<file path="config.mk">
export PLATFORM = sky130hd
export DESIGN_NAME = dw_split
export DESIGN_NICKNAME = d
export VERILOG_FILES = /design/src/rtl/dws_pkg.sv /design/src/rtl/dws_addr_gen.sv /design/src/rtl/dws_store_lane.sv /design/src/rtl/dws_load_asm.sv /design/src/rtl/dw_split.sv
export SDC_FILE = /design/constraint.sdc
export NUM_CORES = 1
export LEC_CHECK = 0
export BUFFER_PORTS_ARGS = -buffer_cell sky130_fd_sc_hd__buf_4
export CELL_PAD_IN_SITES_DETAIL_PLACEMENT = 0
export CELL_PAD_IN_SITES_GLOBAL_PLACEMENT = 1
export CORE_ASPECT_RATIO = 0.7
export CORE_MARGIN = 4
export CORE_UTILIZATION = 38
export DETAILED_ROUTE_END_ITERATION = 8
export GPL_TIMING_DRIVEN = 0
export PLACE_DENSITY_LB_ADDON = 0.05
export SYNTH_ARGS = -nofsm -noshare
export SYNTH_HDL_FRONTEND = slang
export SYNTH_SLANG_ARGS = --single-unit
</file>
<file path="constraint.sdc">
create_clock -name clk -period 7.6 [get_ports clk]
set_input_delay 2.28 -clock clk [delete_from_list [all_inputs] [get_ports clk]]
set_output_delay 2.28 -clock clk [all_outputs]
set_load 0.05 [all_outputs]
</file>
<file path="src/rtl/dws_pkg.sv">
package dws_pkg;
    typedef enum logic [2:0] {
        S_IDLE,
        S_ADDR0,
        S_WAIT0,
        S_ADDR1,
        S_WAIT1,
        S_DONE,
        S_FAULT
    } dws_state_e;
endpackage

</file>
<file path="src/rtl/dws_addr_gen.sv">
module dws_addr_gen #(
    parameter int ADDR_W     = 32,
    parameter int OFF_W      = 16,
    parameter int ALIGN_BITS = 3
) (
    input  logic [ADDR_W-1:0] base,
    input  logic [OFF_W-1:0]  offset,
    output logic [ADDR_W-1:0] eff_addr,
    output logic              misaligned
);
    localparam int EXT_W = ADDR_W - OFF_W;

    logic [ADDR_W-1:0] offset_ext;

    generate
        if (EXT_W > 0) begin : g_ext
            assign offset_ext = {{EXT_W{offset[OFF_W-1]}}, offset};
        end else begin : g_noext
            assign offset_ext = offset[ADDR_W-1:0];
        end
    endgenerate

    assign eff_addr   = base + offset_ext;
    assign misaligned = |eff_addr[ALIGN_BITS-1:0];
endmodule

</file>
<file path="src/rtl/dws_store_lane.sv">
module dws_store_lane #(
    parameter int WORD_W = 32
) (
    input  logic [2*WORD_W-1:0] data,
    input  logic                big,
    input  logic                second,
    output logic [WORD_W-1:0]   word
);
    logic take_hi;

    // Big-endian sends the upper half first; little-endian sends it second.
    assign take_hi = big ^ second;
    assign word    = take_hi ? data[2*WORD_W-1:WORD_W] : data[WORD_W-1:0];
endmodule

</file>
<file path="src/rtl/dws_load_asm.sv">
module dws_load_asm #(
    parameter int WORD_W = 32
) (
    input  logic                clk,
    input  logic                rst,
    input  logic                clear,
    input  logic                capture,
    input  logic                big,
    input  logic                second,
    input  logic [WORD_W-1:0]   word,
    output logic [2*WORD_W-1:0] data
);
    logic [WORD_W-1:0] hi_q;
    logic [WORD_W-1:0] lo_q;
    logic              to_hi;

    assign to_hi = big ^ second;

    always_ff @(posedge clk) begin
        if (rst || clear) begin
            hi_q <= '0;
            lo_q <= '0;
        end else if (capture) begin
            if (to_hi) begin
                hi_q <= word;
            end else begin
                lo_q <= word;
            end
        end
    end

    assign data = {hi_q, lo_q};
endmodule

</file>
<file path="src/rtl/dw_split.sv">
module dw_split
    import dws_pkg::*;
#(
    parameter int ADDR_W     = 32,
    parameter int OFF_W      = 16,
    parameter int WORD_W     = 32,
    parameter int ALIGN_BITS = 3
) (
    input  logic                clk,
    input  logic                rst,
    input  logic                big_endian_cfg,
    input  logic                reverse_endian,
    input  logic                req_valid,
    output logic                req_ready,
    input  logic                req_store,
    input  logic [ADDR_W-1:0]   req_base,
    input  logic [OFF_W-1:0]    req_offset,
    input  logic [2*WORD_W-1:0] req_wdata,
    output logic                busy,
    output logic                mem_req_valid,
    input  logic                mem_req_ready,
    output logic [ADDR_W-1:0]   mem_addr,
    output logic                mem_we,
    output logic [WORD_W-1:0]   mem_wdata,
    input  logic                mem_rsp_valid,
    input  logic [WORD_W-1:0]   mem_rsp_rdata,
    output logic                ld_valid,
    output logic [2*WORD_W-1:0] ld_data,
    output logic                st_done,
    output logic                fault,
    output logic [ADDR_W-1:0]   fault_addr
);
    localparam int          DW       = 2 * WORD_W;
    localparam logic [ADDR_W-1:0] WORD_STEP = ADDR_W'(WORD_W / 8);

    dws_state_e state_q, state_d;

    logic [ADDR_W-1:0] ea_d;
    logic              mis_d;
    logic [ADDR_W-1:0] ea_q;
    logic              store_q;
    logic              big_q;
    logic [DW-1:0]     wdata_q;
    logic              accept;
    logic              second;
    logic              capture;
    logic [WORD_W-1:0] lane_word;

    dws_addr_gen #(
        .ADDR_W    (ADDR_W),
        .OFF_W     (OFF_W),
        .ALIGN_BITS(ALIGN_BITS)
    ) i_addr (
        .base      (req_base),
        .offset    (req_offset),
        .eff_addr  (ea_d),
        .misaligned(mis_d)
    );

    assign accept  = req_valid && (state_q == S_IDLE);
    assign second  = (state_q == S_ADDR1) || (state_q == S_WAIT1);
    assign capture = mem_rsp_valid && !store_q &&
                     ((state_q == S_WAIT0) || (state_q == S_WAIT1));

    // State register
    always_ff @(posedge clk) begin
        if (rst) begin
            state_q <= S_IDLE;
        end else begin
            state_q <= state_d;
        end
    end

    // Next-state logic
    always_comb begin
        state_d = state_q;
        unique case (state_q)
            S_IDLE:  if (req_valid) state_d = mis_d ? S_FAULT : S_ADDR0;
            S_ADDR0: if (mem_req_ready) state_d = S_WAIT0;
            S_WAIT0: if (mem_rsp_valid) state_d = S_ADDR1;
            S_ADDR1: if (mem_req_ready) state_d = S_WAIT1;
            S_WAIT1: if (mem_rsp_valid) state_d = S_DONE;
            S_DONE:  state_d = S_IDLE;
            S_FAULT: state_d = S_IDLE;
            default: state_d = S_IDLE;
        endcase
    end

    // Operation context captured at acceptance
    always_ff @(posedge clk) begin
        if (rst) begin
            ea_q    <= '0;
            store_q <= 1'b0;
            big_q   <= 1'b0;
            wdata_q <= '0;
        end else if (accept) begin
            ea_q    <= ea_d;
            store_q <= req_store;
            big_q   <= big_endian_cfg ^ reverse_endian;
            wdata_q <= req_wdata;
        end
    end

    dws_store_lane #(
        .WORD_W(WORD_W)
    ) i_lane (
        .data  (wdata_q),
        .big   (big_q),
        .second(second),
        .word  (lane_word)
    );

    dws_load_asm #(
        .WORD_W(WORD_W)
    ) i_asm (
        .clk    (clk),
        .rst    (rst),
        .clear  (accept),
        .capture(capture),
        .big    (big_q),
        .second (second),
        .word   (mem_rsp_rdata),
        .data   (ld_data)
    );

    // Output logic
    always_comb begin
        req_ready     = 1'b0;
        busy          = 1'b1;
        mem_req_valid = 1'b0;
        mem_addr      = '0;
        mem_we        = 1'b0;
        mem_wdata     = '0;
        ld_valid      = 1'b0;
        st_done       = 1'b0;
        fault         = 1'b0;
        fault_addr    = '0;
        unique case (state_q)
            S_IDLE: begin
                req_ready = 1'b1;
                busy      = 1'b0;
            end
            S_ADDR0, S_ADDR1: begin
                mem_req_valid = 1'b1;
                mem_addr      = second ? (ea_q + WORD_STEP) : ea_q;
                mem_we        = store_q;
                mem_wdata     = store_q ? lane_word : '0;
            end
            S_WAIT0, S_WAIT1: begin
            end
            S_DONE: begin
                ld_valid = !store_q;
                st_done  = store_q;
            end
            S_FAULT: begin
                fault      = 1'b1;
                fault_addr = ea_q;
            end
            default: begin
            end
        endcase
    end
endmodule

</file>
# Yosys cells after proc, flatten, opt, wreduce, memory -nomap -nowiden
# Cells that the tools add are included.
dict set report word_totals {
  register_bits 165
  inputBits 152
  output_inout_bits 167
  word_cells 56
}
dict set report op_classes {
  addsub 2
  n_eq_ne 11
  n_mux 20
  n_bitwise 3
  n_reduce_logical 13
}
# cell count
set op_table {}
lappend op_table {{$mux 32} 6}
lappend op_table {{$add 32x3->32 const B} 1}
lappend op_table {{$add 32x32->32} 1}
lappend op_table {{$mux 3} 6}
lappend op_table {{$pmux 3 s5} 1}
lappend op_table {{$ne 2x2->1 const B} 5}
lappend op_table {{$eq 3x3->1 const B} 3}
lappend op_table {{$mux 1} 7}
lappend op_table {{$eq 3x2->1 const B} 2}
lappend op_table {{$reduce_and 5->1} 1}
lappend op_table {{$reduce_and 2->1} 2}
lappend op_table {{$eq 3x1->1 const B} 1}
lappend op_table {{$logic_and 1x1->1} 3}
lappend op_table {{$logic_not 3->1} 1}
lappend op_table {{$logic_or 1x1->1} 3}
lappend op_table {{$reduce_or 3->1} 1}
lappend op_table {{$reduce_or 2->1} 1}
lappend op_table {{$xor 1x1->1} 2}
lappend op_table {{$logic_not 1->1} 1}
lappend op_table {{$not 1->1} 1}

# Depth between registers and ports, before layout
dict set report logic_depth {
  depth_word 6
  ltp_mapped 9
  depth_no_buf 9
}

# Cells and area by module
# A second synthesis with hierarchy kept.
dict set report hier_totals {
  cells_unflattened 1218
  hier_area_um2 9625.5
}
# mod n_inst cells_per_inst area_per_inst_um2 seq_area_each_um2
set modules_own_cells {}
lappend modules_own_cells {dw_split 1 694 4982.3 2021.9}
lappend modules_own_cells {dws_load_asm 1 247 2474.9 1281.2}
lappend modules_own_cells {dws_addr_gen 1 241 1750.4 0.0}
lappend modules_own_cells {dws_store_lane 1 36 417.9 0.0}

# Worst setup path after synthesis
# No wires, ideal clock.
dict set report synth_timing {
  path_kind {flip-flop to output port}
  from {reg state_q[1]}
  to {out mem_addr[30]}
  t_arrival_ps 2362
  required_ps 5320
  slack_ps 2958
  path_stages_with_launch 8
  path_buffers 0
  cell_sequence {dfxtp_1 -> or3b_1 -> nand2_1 -> nand4b_1 -> nor3_2 -> nand3_1 -> xor2_1 -> nor2_1}
}
dict set report synth_between {
  elab_chain_cells 4
  word_cells_on_any_way 7
  cone_classes {eq/ne: 3; mux: 2; reduce/logical: 2}
}
# element line
set synth_lines {}
lappend synth_lines {{start, declared} dw_split.sv:36} ;# dws_state_e state_q, state_d;
lappend synth_lines {{start signal, assigned} dw_split.sv:70} ;# state_q <= state_d;
lappend synth_lines {{$eq 3x2->1 or $eq 3x3->1 (tied branches)} {dw_split.sv:61, dw_split.sv:138}}
lappend synth_lines {{$logic_or 1x1->1} dw_split.sv:61} ;# assign second = (state_q == S_ADDR1) || (state_q == S_WAIT1);
lappend synth_lines {{$mux 32} dw_split.sv:145} ;# mem_addr = second ? (ea_q + WORD_STEP) : ea_q;
lappend synth_lines {{$mux 32 (*)} dw_split.sv:138} ;# unique case (state_q)
lappend synth_lines {{end, declared} dw_split.sv:22} ;# output logic [ADDR_W-1:0] mem_addr,
# Mark *: on every way between the ends. The rest lies on a longest branch, timed or not.

# Final worst setup path
dict set report layout_timing {
  from {reg state_q[2]}
  to {out mem_wdata[5]}
}
dict set report layout_between {
  elab_chain_cells 6
  word_cells_on_any_way 9
  cone_classes {eq/ne: 3; mux: 3; bitwise: 1; reduce/logical: 2}
}
# element line
set layout_lines {}
lappend layout_lines {{$eq 3x2->1 or $eq 3x3->1 (tied branches)} {dw_split.sv:61, dw_split.sv:138}}
lappend layout_lines {{$logic_or 1x1->1} dw_split.sv:61}
lappend layout_lines {{$xor 1x1->1} dws_store_lane.sv:12} ;# assign take_hi = big ^ second;
lappend layout_lines {{$mux 32} dws_store_lane.sv:13} ;# assign word = take_hi ? data[2*WORD_W-1:WORD_W] : data[WORD_W-1:0];
lappend layout_lines {{$mux 32} dw_split.sv:147} ;# mem_wdata = store_q ? lane_word : '0;
lappend layout_lines {{$mux 32 (*)} dw_split.sv:138}
lappend layout_lines {{end, declared} dw_split.sv:24} ;# output logic [WORD_W-1:0] mem_wdata,
# Marks and branches as above.

==> summary.txt <==
Global route
  – Grt met1 use: 0.361
  – GRT Max-Usage Layer: met1
  – First-pass GRT wire length: ~50 mm
  – Vias in the first global route: 8,782
  – Initial antenna violation count: 1
  – Total track usage: 0.243
  – Largest net degree at the start of global routing: 18
  – GRT met2 Usage: 0.350
  – Met3 Use GR: 0.0704
  – Overflow after GRT: 0

Timing
  – Crit path time final: approximately 5.3 ns
  – Final period utilization: 0.695
  – Max Slew Vio Count: 0
  – Final setup vio count: 0
  – Final worst slack: between 2 and 2.5 ns
  – Highest clock rate: between 150 and 200 MHz
  – RSZ-0062 raised after global routing: false
  – Hold Violations, Final: 0
  – Clk_skew: 0.00759 ns
  – Post-Route Setup TNS: 0 ns
  – Slew headroom: 0.437
  – Worst slew pin tran: slightly above 0.8 ns

Logic synthesis
  – EDFF count, synth: 0
  – Most numerous cell in the Yosys netlist: nand2_1
  – Top post-synthesis cells by area: dfxtp_1 (37%), nand2_1 (11%), a21oi_1 (8.4%)
  – Ys Warns: 0
  – Synth Register Bits: around 170
  – Most used DFF post-synth: dfxtp_1
  – Synth cell types: 63
  – Sequential share of the synthesized area: 0.368
  – Mapped Area: roughly 0.009 mm2
  – Synth top area share: 0.368
  – Mean Syn Cell Area: around 7.6 um2
  – Post-synth top area cell: dfxtp_1
  – Most frequent cells after synthesis: nand2_1 (261), dfxtp_1 (165), a21oi_1 (151)
  – Net count after synthesis: 1,363
  – Post-Synthesis Cells: 1,178
  – FFs w/ async S/R, synth: 0

Route
  – DR iter-0 viols: 540
  – Total number of vias: between 9,000 and 10,000
  – DR vias/cell: 5.16
  – Drt wl/cell: approximately 18 um
  – Post-Route WL: about 33 mm
  – Antenna-violating nets left: 0
  – First-pass DRT Iterations: 5
  – DRC Markers: 0

Placement
  – PortBufs: 318
  – GP Congestion: ~0.86
  – Post-DP HPWL: ~26 mm
  – Place WS: 2.72 ns

Job
  – Max-cap violations: 0

Cells and area
  – Share of cells above drive strength 1: 0.240
  – Syn-to-layout area delta: 37.3%
  – Diode count: 0
  – Fillers: 2,294
  – Nets: ~1,700

Pwr
  – PD cells: roughly 290 mW/mm2
  – Peak supply drop: 0.000149 V
  – Pleak: roughly 0.0056 uW

Floorplan
  – Core Area: ~0.023 mm2
  – FP Rows: 46
  – Die X: between 150 and 200 um
  – Num ports: ~320
  – Die height: between 100 and 150 um
  – Die ar.: roughly 0.026 mm2
  – Initial core utilization: 0.391

Worst hold path
  – Hold Crit Class: reg2reg

Clock tree
  – Total CTS buffers: 17
  – H-tree depth: 4
  – CTS root buf: clkbuf_16
  – Register clock-pin slew on the reported worst setup and hold paths: ~0.06 ns
  – Hold_buf cts: 0
  – Post-CTS Resized: 0
  – Clock tree sinks: between 150 and 200
  – Max Root-Sink Buffers: 2
  – Clk_lat worst skew: roughly 0.43 ns
  – CTS tree: built
  – # Post-CTS Setup Buffers: 0

Run status
  – Status: finished clean

Critical path
  – CP startpoint kind: flip-flop
  – Setup CP Type: reg2out
  – Crit path capture type: primary output
  – Worst EP arrival: 3.00 ns
  – CP required: 5.32 ns
  – Peak fanout along the critical path: 10
## metal layers
metal	vias to the layer above	share of wire	wire [um]
met5	-	0	0
met4	0	0.011	372
met3	23	0.091	3030
met2	312	0.42	13900
met1	4439	0.48	16100
li1	4706	-	-
## kinds of logic (layout without fill, tap and decap cells)
logic type / count (synthesis) / in the layout / share of synthesized area
compound gates: 260 / 260 / 0.172
xor+xnor: 45 / 45 / 0.0439
fa+ha+maj: 33 / 33 / 0.0468
buf+inv: 90 / 438 / 0.0390
flops: 165 / 165 / 0.368
mux: 69 / 69 / 0.0771
simple gates: 516 / 516 / 0.253
## worst max-delay path, cell delays in order, from the launching register on
cell	delay [ns]
dfxtp_1	0.36
clkbuf_1	0.32
nand3b_1	0.22
nand2_1	0.21
xnor2_1	0.43
clkbuf_1	0.41
nand2_1	0.10
a21oi_1	0.27
buf_4	0.26
## cell usage in the layout (no fill, tap or decap), types with 3 or more instances in the layout
cell       Yosys  routed
a211oi_1      11      11
a21o_1        15      15
a21oi_1      151     151
a31oi_1        5       5
and2_1        38      38
and3_1         6       6
and4_1         3       3
buf_2         10      10
buf_4          0     318
clkbuf_1      60      61
clkbuf_16      0      17
clkbuf_8       0       3
clkinv_2       0       4
dfxtp_1      165     165
ha_1          32      32
inv_1         19      19
mux2i_1       68      68
nand2_1      261     261
nand2b_1       8       8
nand3_1       20      20
nand3b_1       6       6
nand4_1       14      14
nor2_1       120     120
nor3_1        13      13
nor3b_1        5       5
nor4b_1        3       3
o211ai_1       3       3
o21a_1         5       5
o21ai_0       30      30
o21ai_1        5       5
o21bai_1       5       5
or3_1         10      10
xnor2_1       25      25
xor2_1        20      20
## layout make-up
cell class	instances	area (um2)	share of cell area
repair buffers	318	2390	0.194
clock buffers	21	470	0.0381
inverters	19	71.3	0.00578
clock inverters	9	104	0.00842
multi-input cells	923	5330	0.432
plain buffers	71	279	0.0226
well taps	312	390	0.0317
flip-flops and latches	165	3300	0.268
## power breakdown
part	switching (uW)	internal, uW
registers	137	1040
logic	1020	476
clock network	354	505
## path summary, 6_finish.rpt
kind,endpoint,depth (start not counted),start,slack (ns)
worst min-delay path,wdata_q[49],2,wdata_q[49],0.45
worst max register to register,i_asm.lo_q[19],6,state_q[1],4.87
worst max-delay path,mem_wdata[5],8,state_q[2],2.32
worst min register to register,wdata_q[49],2,wdata_q[49],0.45
## metrics by stage
| step | total power, uW | cell area (um2) | cells | util | hold WS (ns) |
|---|---|---|---|---|---|
| 6_report | 3530 | 12300 | 1838 | 0.537 | 0.453 |
| 5_1_grt | 3740 | 12300 | 1838 | 0.537 | 0.469 |
| 4_1_cts | 3550 | 12300 | 1838 | 0.537 | 0.455 |
| 3_5_place_dp | 2680 | 11800 | 1808 | 0.512 | 0.447 |
| 3_3_place_gp | 2670 | 11800 | 1808 | 0.512 | 0.442 |
| 2_1_floorplan | 2180 | 8980 | 1178 | - | 0.437 |
## sequential cells by signal, indices dropped and copies added (netlist names)
register and count:
store_q 1, i_asm.lo_q 32, i_asm.hi_q 32, ea_q 32, big_q 1, state_q 3, wdata_q 64
Power figures use the tool's default switching activity.
